$ cat config.mk
export PLATFORM = sky130hd
export DESIGN_NAME = aperture_xlate
export DESIGN_NICKNAME = d
export VERILOG_FILES = /design/src/rtl/aperture_pkg.sv /design/src/rtl/aperture_bank_sel.sv /design/src/rtl/aperture_window.sv /design/src/rtl/aperture_xlate.sv
export SDC_FILE = /design/constraint.sdc
export NUM_CORES = 1
export LEC_CHECK = 0
export ABC_AREA = 1
export BUFFER_PORTS_ARGS = -buffer_cell sky130_fd_sc_hd__buf_2
export CAP_MARGIN = 20
export CORE_MARGIN = 2
export CORE_UTILIZATION = 42
export CTS_BUF_LIST = sky130_fd_sc_hd__clkbuf_4 sky130_fd_sc_hd__clkbuf_8 sky130_fd_sc_hd__clkbuf_16
export DETAILED_ROUTE_END_ITERATION = 10
export GPL_TIMING_DRIVEN = 0
export PLACE_DENSITY = 0.84
export SETUP_SLACK_MARGIN = 0.05
export SLEW_MARGIN = 20
export SYNTH_ARGS = -nofsm -noshare
export SYNTH_HDL_FRONTEND = slang
export SYNTH_SLANG_ARGS = --single-unit
export TNS_END_PERCENT = 100
$ cat constraint.sdc
create_clock -name clk -period 0.8 [get_ports clk]
set_input_delay 0.16 -clock clk [delete_from_list [all_inputs] [get_ports clk]]
set_output_delay 0.16 -clock clk [all_outputs]
set_load 0.03 [all_outputs]
$ cat src/rtl/aperture_pkg.sv
package aperture_pkg;

  // Window selector encodings used in planar modes.
  typedef enum logic [1:0] {
    WIN_ALL    = 2'd0,
    WIN_LOW64  = 2'd1,
    WIN_MID32  = 2'd2,
    WIN_HIGH32 = 2'd3
  } win_sel_e;

  // Mode-extension bit positions the decode depends on.
  localparam int EXT_DUAL_BIT = 0;
  localparam int EXT_GRAN_BIT = 5;

endpackage

$ cat src/rtl/aperture_bank_sel.sv
module aperture_bank_sel #(
  parameter int OFF_W        = 17,
  parameter int BANK_W       = 8,
  parameter int ADDR_W       = 21,
  parameter int FINE_SHIFT   = 12,
  parameter int COARSE_SHIFT = 14
) (
  input  logic [OFF_W-1:0]  offset,
  input  logic              dual_en,
  input  logic              coarse,
  input  logic [BANK_W-1:0] bank_lo,
  input  logic [BANK_W-1:0] bank_hi,
  output logic              use_hi,
  output logic [ADDR_W-1:0] base
);

  localparam int WIDE_W = ADDR_W + BANK_W;
  localparam int TOP_B  = OFF_W - 1;
  localparam int HALF_B = OFF_W - 2;

  logic [BANK_W-1:0] chosen;
  logic [WIDE_W-1:0] wide;

  // Upper 32 KB of the low 64 KB region goes to the second bank.
  always_comb begin
    use_hi = dual_en && !offset[TOP_B] && offset[HALF_B];
    chosen = use_hi ? bank_hi : bank_lo;
    if (coarse) wide = WIDE_W'(chosen) << COARSE_SHIFT;
    else        wide = WIDE_W'(chosen) << FINE_SHIFT;
    base = wide[ADDR_W-1:0];
  end

endmodule

$ cat src/rtl/aperture_window.sv
module aperture_window
  import aperture_pkg::*;
#(
  parameter int OFF_W = 17
) (
  input  logic [OFF_W-1:0] offset,
  input  logic             packed_px,
  input  logic             dual_en,
  input  logic [1:0]       sel,
  output logic [OFF_W-1:0] eff_off,
  output logic             in_window
);

  localparam int            TOP_B     = OFF_W - 1;
  localparam int            HALF_B    = OFF_W - 2;
  localparam logic [OFF_W-1:0] HALF_MASK = (OFF_W'(1) << HALF_B) - OFF_W'(1);
  localparam logic [OFF_W-1:0] FULL_MASK = (OFF_W'(1) << TOP_B) - OFF_W'(1);
  localparam logic [OFF_W-1:0] MID_BASE  = OFF_W'(1) << TOP_B;
  localparam logic [OFF_W-1:0] HIGH_BASE = (OFF_W'(3) << HALF_B);

  logic [OFF_W-1:0] bank_mask;

  always_comb begin
    bank_mask = dual_en ? HALF_MASK : FULL_MASK;
    eff_off   = offset;
    in_window = 1'b1;
    if (packed_px) begin
      eff_off = offset & bank_mask;
    end else begin
      unique case (win_sel_e'(sel))
        WIN_ALL: begin
          eff_off = offset;
        end
        WIN_LOW64: begin
          eff_off   = offset & bank_mask;
          in_window = !offset[TOP_B];
        end
        WIN_MID32: begin
          eff_off   = (offset - MID_BASE) & HALF_MASK;
          in_window = (offset[TOP_B:HALF_B] == 2'b10);
        end
        WIN_HIGH32: begin
          eff_off   = (offset - HIGH_BASE) & HALF_MASK;
          in_window = (offset[TOP_B:HALF_B] == 2'b11);
        end
        default: begin
          eff_off = offset;
        end
      endcase
    end
  end

endmodule

$ cat src/rtl/aperture_xlate.sv
module aperture_xlate
  import aperture_pkg::*;
#(
  parameter int OFF_W  = 17,
  parameter int BANK_W = 8,
  parameter int ADDR_W = 21,
  parameter int EXT_W  = 8
) (
  input  logic              clk,
  input  logic              rst_n,
  input  logic              req_valid,
  input  logic              req_write,
  input  logic [OFF_W-1:0]  req_offset,
  input  logic              ext_locked,
  input  logic [EXT_W-1:0]  mode_ext,
  input  logic [BANK_W-1:0] bank0,
  input  logic [BANK_W-1:0] bank1,
  input  logic [1:0]        map_sel,
  input  logic              packed_mode,
  output logic              out_valid,
  output logic              out_mem_en,
  output logic              out_fill,
  output logic              out_legacy,
  output logic [ADDR_W-1:0] out_addr
);

  // Reset: asserted asynchronously, released on the clock.
  logic [1:0] rst_pipe;
  logic       rst_sync_n;

  always_ff @(posedge clk or negedge rst_n) begin
    if (!rst_n) rst_pipe <= 2'b00;
    else        rst_pipe <= {rst_pipe[0], 1'b1};
  end
  assign rst_sync_n = rst_pipe[1];

  logic dual_en, coarse;
  assign dual_en = mode_ext[EXT_DUAL_BIT];
  assign coarse  = mode_ext[EXT_GRAN_BIT];

  logic unused_ext_bits;
  assign unused_ext_bits = ^{mode_ext[EXT_W-1:EXT_GRAN_BIT+1],
                             mode_ext[EXT_GRAN_BIT-1:EXT_DUAL_BIT+1]};

  logic              use_hi;
  logic [ADDR_W-1:0] base;
  logic [OFF_W-1:0]  eff_off;
  logic              in_window;

  aperture_bank_sel #(
    .OFF_W (OFF_W),
    .BANK_W(BANK_W),
    .ADDR_W(ADDR_W)
  ) u_bank (
    .offset (req_offset),
    .dual_en(dual_en),
    .coarse (coarse),
    .bank_lo(bank0),
    .bank_hi(bank1),
    .use_hi (use_hi),
    .base   (base)
  );

  aperture_window #(
    .OFF_W(OFF_W)
  ) u_win (
    .offset   (req_offset),
    .packed_px(packed_mode),
    .dual_en  (dual_en),
    .sel      (map_sel),
    .eff_off  (eff_off),
    .in_window(in_window)
  );

  logic unused_sel;
  assign unused_sel = use_hi;

  // Next-state logic.
  logic              nx_valid, nx_en, nx_fill, nx_legacy;
  logic [ADDR_W-1:0] nx_addr, sum;

  always_comb begin
    sum       = ADDR_W'(eff_off) + base;
    nx_valid  = req_valid;
    nx_en     = 1'b0;
    nx_fill   = 1'b0;
    nx_legacy = 1'b0;
    nx_addr   = '0;
    if (req_valid) begin
      if (ext_locked) begin
        nx_legacy = 1'b1;
        nx_addr   = ADDR_W'(req_offset);
      end else if (in_window) begin
        nx_en   = 1'b1;
        nx_addr = sum;
      end else if (!req_write) begin
        nx_fill = 1'b1;
      end
    end
  end

  // Registers, loaded only when something is or was in flight.
  logic load;
  assign load = req_valid | out_valid;

  always_ff @(posedge clk or negedge rst_sync_n) begin
    if (!rst_sync_n) begin
      out_valid  <= 1'b0;
      out_mem_en <= 1'b0;
      out_fill   <= 1'b0;
      out_legacy <= 1'b0;
      out_addr   <= '0;
    end else if (load) begin
      out_valid  <= nx_valid;
      out_mem_en <= nx_en;
      out_fill   <= nx_fill;
      out_legacy <= nx_legacy;
      out_addr   <= nx_addr;
    end
  end

  // Checks on the registered outputs.
  p_locked_no_access_r1: assert property (@(posedge clk) disable iff (!rst_sync_n)
    out_legacy |-> (!out_mem_en && !out_fill));

  p_low64_write_drop_r6: assert property (@(posedge clk) disable iff (!rst_sync_n)
    (req_valid && req_write && !ext_locked && !packed_mode && map_sel == 2'd1
     && req_offset[OFF_W-1]) |=> !out_mem_en);

  p_mid32_write_drop_r7: assert property (@(posedge clk) disable iff (!rst_sync_n)
    (req_valid && req_write && !ext_locked && !packed_mode && map_sel == 2'd2
     && req_offset[OFF_W-1:OFF_W-2] != 2'b10) |=> !out_mem_en);

  p_fill_exclusive_r8: assert property (@(posedge clk) disable iff (!rst_sync_n)
    out_fill |-> (!out_mem_en && out_valid && out_addr == '0));

  p_idle_quiet_r9: assert property (@(posedge clk) disable iff (!rst_sync_n)
    !req_valid |=> (!out_valid && !out_mem_en && !out_fill && !out_legacy));

  p_one_cycle_r9: assert property (@(posedge clk) disable iff (!rst_sync_n)
    req_valid |=> out_valid);

endmodule

# Word level (Yosys, flattened, before mapping)

Index checks and enable logic that the tools add are counted.

Memory bits (read-only): 0
Logic and storage cells: 39
Memories: 0
Bits in writable memories: 0
Register bits: 27
Bits in latches: 0

Order comparisons: 0
Reduce and logical (&&, ||, !) cells: 4
Divide/modulo/power cells: 0
Bitwise gates (word level): 2
Shift-type cells: 0
Mux-type cells: 19
Equal/unequal tests: 5
Add/sub/neg operators: 3
$mul: 0

Operator list:

| operator                                                              | number |
|---|---|
| 21-bit two-way mux                                                    | 4 |
| 17-bit case mux with 4 select lines                                   | 1 |
| 15-bit by 1-bit subtractor with 15-bit output, second input constant  | 2 |
| 17-bit by 21-bit adder with 21-bit output                             | 1 |
| 17-bit by 16-bit AND with 17-bit output                               | 1 |
| 17-bit two-way mux                                                    | 1 |
| 16-bit two-way mux                                                    | 1 |
| 1-bit two-way mux                                                     | 10 |
| 2-bit equality test, second input constant                            | 4 |
| 8-bit two-way mux                                                     | 1 |
| 1-bit case mux with 3 select lines                                    | 1 |
| 2-bit by 1-bit equality test with 1-bit output, second input constant | 1 |
| 1-bit logical AND                                                     | 2 |
| 2-bit zero test                                                       | 1 |
| 1-bit zero test                                                       | 1 |
| 1-bit bitwise OR                                                      | 1 |

# Logic depth before layout (Yosys ltp)

Depth in word-level cells: 9
Depth in mapped cells: 16

# Cells and area by module

A second synthesis with hierarchy kept.

Cells, all modules: 488
Area total of the unflattened synthesis: 3065.4 sq um

By module, submodules not included:

| module            | area an instance (sq um) | times used | cells each |
|---|---|---|---|
| aperture_xlate    | 2531.2                   | 1          | 384 |
| aperture_bank_sel | 360.3                    | 1          | 75 |
| aperture_window   | 173.9                    | 1          | 29 |

# Worst setup path after synthesis

OpenSTA, ideal clock, no wires.

Path kind: input to register
Start point: input port req_offset[15]
End point: register out_addr[20]
Path slack: -1245 ps
Stages: 14
Path buffers: 1
Required time: 683 ps
Library setup time: 117 ps
Arrival time: 1928 ps
Path through: buf_4 -> nand3_4 -> mux2i_1 -> nor2_1 -> ha_1 -> fa_1 -> nand3_1 -> nand3_1 -> a21oi_1 -> nor2_4 -> nand3_2 -> nand2_1 -> nand3_1 -> nand2_1

Cells in the longest elaborated chain, start to end: 7

Ends and longest elaborated chain:

| item                                                                         | line                                                                  | source |
|---|---|---|
| start: declaration                                                           | aperture_xlate.sv:13                                                  | `input logic [OFF_W-1:0] req_offset,` |
| 17-bit by 16-bit AND with 17-bit output or 1-bit logical AND (tied branches) | aperture_window.sv:28, aperture_window.sv:35, aperture_bank_sel.sv:26 |  |
| 17-bit case mux with 4 select lines or 8-bit two-way mux (tied branches)     | aperture_window.sv:30, aperture_bank_sel.sv:27                        |  |
| 17-bit two-way mux or 21-bit two-way mux (tied branches)                     | aperture_window.sv:27, aperture_bank_sel.sv:28                        |  |
| 17-bit by 21-bit adder with 21-bit output                                    | aperture_xlate.sv:83                                                  | `sum = ADDR_W'(eff_off) + base;` |
| 21-bit two-way mux (*)                                                       | aperture_xlate.sv:93                                                  | `end else if (in_window) begin` |
| 21-bit two-way mux (*)                                                       | aperture_xlate.sv:90                                                  | `if (ext_locked) begin` |
| 21-bit two-way mux (*)                                                       | aperture_xlate.sv:89                                                  | `if (req_valid) begin` |
| end signal: assignment                                                       | aperture_xlate.sv:118                                                 | `out_addr <= nx_addr;` |
| end: declaration                                                             | aperture_xlate.sv:24                                                  | `output logic [ADDR_W-1:0] out_addr` |

Every way passes the cells marked *; elsewhere a longest branch is shown, timed or not.
A chain may end at the register's enable or synchronous reset.

# Worst setup path after layout

Start point: input port req_offset[16]
End point: register out_addr[15]

Cells in the longest elaborated chain, start to end: 9

Ends and longest elaborated chain:

| item                                      | line                                           | source |
|---|---|---|
| 1-bit zero test                           | aperture_bank_sel.sv:26, aperture_window.sv:36 |  |
| 1-bit logical AND (2 in a row)            | aperture_bank_sel.sv:26                        | `use_hi = dual_en && !offset[TOP_B] && offset[HALF_B];` |
| 8-bit two-way mux                         | aperture_bank_sel.sv:27                        | `chosen = use_hi ? bank_hi : bank_lo;` |
| 21-bit two-way mux                        | aperture_bank_sel.sv:28                        | `if (coarse) wide = WIDE_W'(chosen) << COARSE_SHIFT;` |
| 17-bit by 21-bit adder with 21-bit output | aperture_xlate.sv:83                           |  |
| 21-bit two-way mux (*)                    | aperture_xlate.sv:93                           |  |
| 21-bit two-way mux (*)                    | aperture_xlate.sv:90                           |  |
| 21-bit two-way mux (*)                    | aperture_xlate.sv:89                           |  |

Marks and branches as above.

==> flow_summary.ini <==
[cells_and_area]
final_cell_mix = nand2_1, buf_4, buf_2, buf_6, dfrtp_1
fin_area_um2 = 3014
multi_input_area_um2 = 1205
seqCellArea_um2 = 680.7
final_common_cell = nand2_1
final_nets = 385
post-route-util = 0.8111
final_cell_count_no_fill = 376
n_antenna_cell = 0
area_delta_synth_final_pct = 81.67
drive_gt1_frac = 0.6128
fillers = 222

[power_and_ir_drop]
power_leakage_uw = 0.001566
power.density_nw_per_um2 = 1349
ir_worst_vdd_uv = 775.0

[logic_synthesis]
yosysTopAreaCell = dfrtp_1
synth_seq_cells = 27
synthTopCellsByArea = dfrtp_1, nand2_1, nand3_1
yosysWarnings = 0
syn_area_um2 = 1659
syn_inst = 208
synth.net_count = 264
netlist.area_leader.share = 0.4072
avgSynthCellArea_um2 = 7.976
synth.distinct_cells = 36
ys_seq_area_frac = 0.4072

[routing]
wire_per_inst_um = 14.87
avgViaCountPerCell = 5.019
drc_errors = 0
drt_wl_total_mm = 5.592
drt_iter0_drc = 64
drtAntennaViolNets = 0
dr.pass1.iters = 4
route.vias.total = 1887

[clock_network]
cts_root_buffer = clkbuf_8
path_clk_slew_ns = 0.10
cts_tree = yes
cts_buffer_depth = 2
cts.sinks = 27
htreeDepth = 1
numCtsBuffers = 3
clk_latency_ns = 0.28

[min_path]
hold_path_class = input port to flop
worstHoldStart = req_write
whs_endpoint = out_fill$_DFFE_PN0P_
hold_depth = 2

[global_routing]
track_usage = 0.2346
grt_max_degree = 26
overflow = 0
grt_pass1_wl_mm = 7.900
grt_pass1_vias = 1837
antenna_found_initial = 0

[worst_setup_path]
reg2reg_depth = 5
r2r_start = out_valid$_DFFE_PN0P_
max_stage_delay_ns = 0.30
critPathTopFamily = compound AO/OA/AOI/OAI gates
cp_cell_sequence = buf_8, inv_6, nand3_4, mux2i_4, o21ai_2, ha_4, a21oi_2, o21ai_1, or2_2, a31oi_2, nor2_1
crit_arrival_ns = 1.95
r2r_slack_ns = -0.27
crit_type = input port to flop
cpMaxStageDelayCell = or2_2
endpoint_kind = flop
path_buf_inv = 2
r2r_end = out_addr[18]$_DFFE_PN0P_
cp_max_fo = 3
crit_required_ns = 0.97
startpoint_type = input port

[floorplan]
initial_core_util = 0.4465
dieHeight_um = 66.85
io-pin-count = 74
row_count = 22
die_x_um = 66.85
dieArea_um2 = 4469
coreArea_um2 = 3716

[timing]
finalSetupViolCount = 49
rsz0062_at_grt = yes
fin_crit_ns = 1.781
hold_viol_final = 0
slew_headroom = 0.5636
holdWs_ns = 0.04579
drv_slew = 0
tightest_slew_ns = 0.6546
fin_crit_sh = 2.226
setup_slack_ns = -0.9809
fin_skew_ns = 0.006827
fmax_mhz = 561.5

[status]
status = finished with violations
violations = negative setup slack

[place]
place_area_um2 = 2151
hpwl_mm = 3.206
port_buffers = 65
gp_congestion = 0.7974
dp.cells = 321
pre_cts_slack_ns = -1.530

[flow_run]
maxCapViolCount = 0
-- synth_stat cells --
library cell / n
nor2_1: 14
dfrtp_1: 27
or2_2: 2
o21ai_1: 2
o21ai_4: 1
inv_2: 1
nand2_4: 2
buf_1: 1
nand2_2: 5
nor2_2: 2
nor2_8: 1
nand3_4: 1
a221oi_1: 1
ha_1: 6
nand3_1: 20
buf_6: 1
conb_1: 1
a21oi_4: 1
a21oi_1: 4
nand4_1: 4
fa_1: 1
nor3_1: 2
inv_1: 9
buf_2: 3
clkbuf_1: 1
a31oi_1: 6
clkinv_1: 1
xor2_1: 1
buf_4: 1
mux2i_1: 2
o21ai_2: 1
nand2_1: 70
nand3b_1: 1
nor2_4: 1
nand3_2: 3
o21ai_0: 8
-- routing by layer --
layer / GRT usage / share of wire / vias to the layer above
li1: - / - / 921
met1: 0.2403 / 0.37 / 888
met2: 0.4775 / 0.57 / 73
met3: 0.03209 / 0.052 / 5
met4: 0.07398 / 0.0070 / 0
met5: 0 / 0 / -
-- how the worst max path moves through the flow --
stage / start / to / slack, ns / cells past startpoint
floorplan: req_offset[15] / out_addr[16]$_DFFE_PN0P_ / -1.15 / 11
global route: req_offset[16] / out_addr[15]$_DFFE_PN0P_ / -1.03 / 11
global placement: req_offset[16] / out_addr[15]$_DFFE_PN0P_ / -1.47 / 11
detailed placement: req_offset[16] / out_addr[15]$_DFFE_PN0P_ / -1.53 / 11
finish: req_offset[16] / out_addr[15]$_DFFE_PN0P_ / -0.98 / 11
CTS: req_offset[16] / out_addr[20]$_DFFE_PN0P_ / -0.92 / 15
-- where the power goes --
part           total (uW)  switching (uW)  internal (uW)  leakage (uW)
Sequential           1580             109           1470      0.000342
Clock                 804             450            354     0.0000217
Combinational        1680             868            812       0.00120
Total                4070            1430           2640       0.00157
-- registers in the layout, summed over array words and instances, names as in the netlist --
name / flops
rst_pipe: 2
out_mem_en: 1
out_valid: 1
out_addr: 21
out_legacy: 1
out_fill: 1
-- stage by stage --
step                total power, uW  setup TNS (ns)
finish                         4066          -15.54
global route                   4246          -17.40
CTS                            3812          -14.17
detailed placement             2624          -18.87
global placement               2587          -17.99
floorplan                      2282          -12.49
-- repair_timing --
item,in CTS,in global routing
resized for setup,86,35
cloned,1,1
buffers inserted,33,15
hold buffers,2,0
endpoints found under the hold margin,3,0
pin swaps,28,14
setup endpoints to repair,49,50
-- cell families (layout without fill, tap and decap cells) --
family,count (synthesis),after routing,synth area share
buffers and inverters,18,137,0.04976
other,1,1,0.002260
AOI/OAI and AO/OA,24,24,0.09503
and+or+nand+nor,128,129,0.3710
DFF,27,27,0.4072
xor gates and xnor gates,1,1,0.005280
adders and majority gates,7,7,0.05731
muxes,2,2,0.01207
-- area by class of cell --
cell class,instances,share of cell area
Buffer,7,0.02159
Clock buffer,3,0.01370
Clock inverter,1,0.002491
Inverter,11,0.01619
Multi-Input combinational cell,164,0.3998
Sequential cell,27,0.2258
Tap cell,48,0.01993
Timing Repair Buffer,115,0.3005
(Power assumes the default switching activity.)
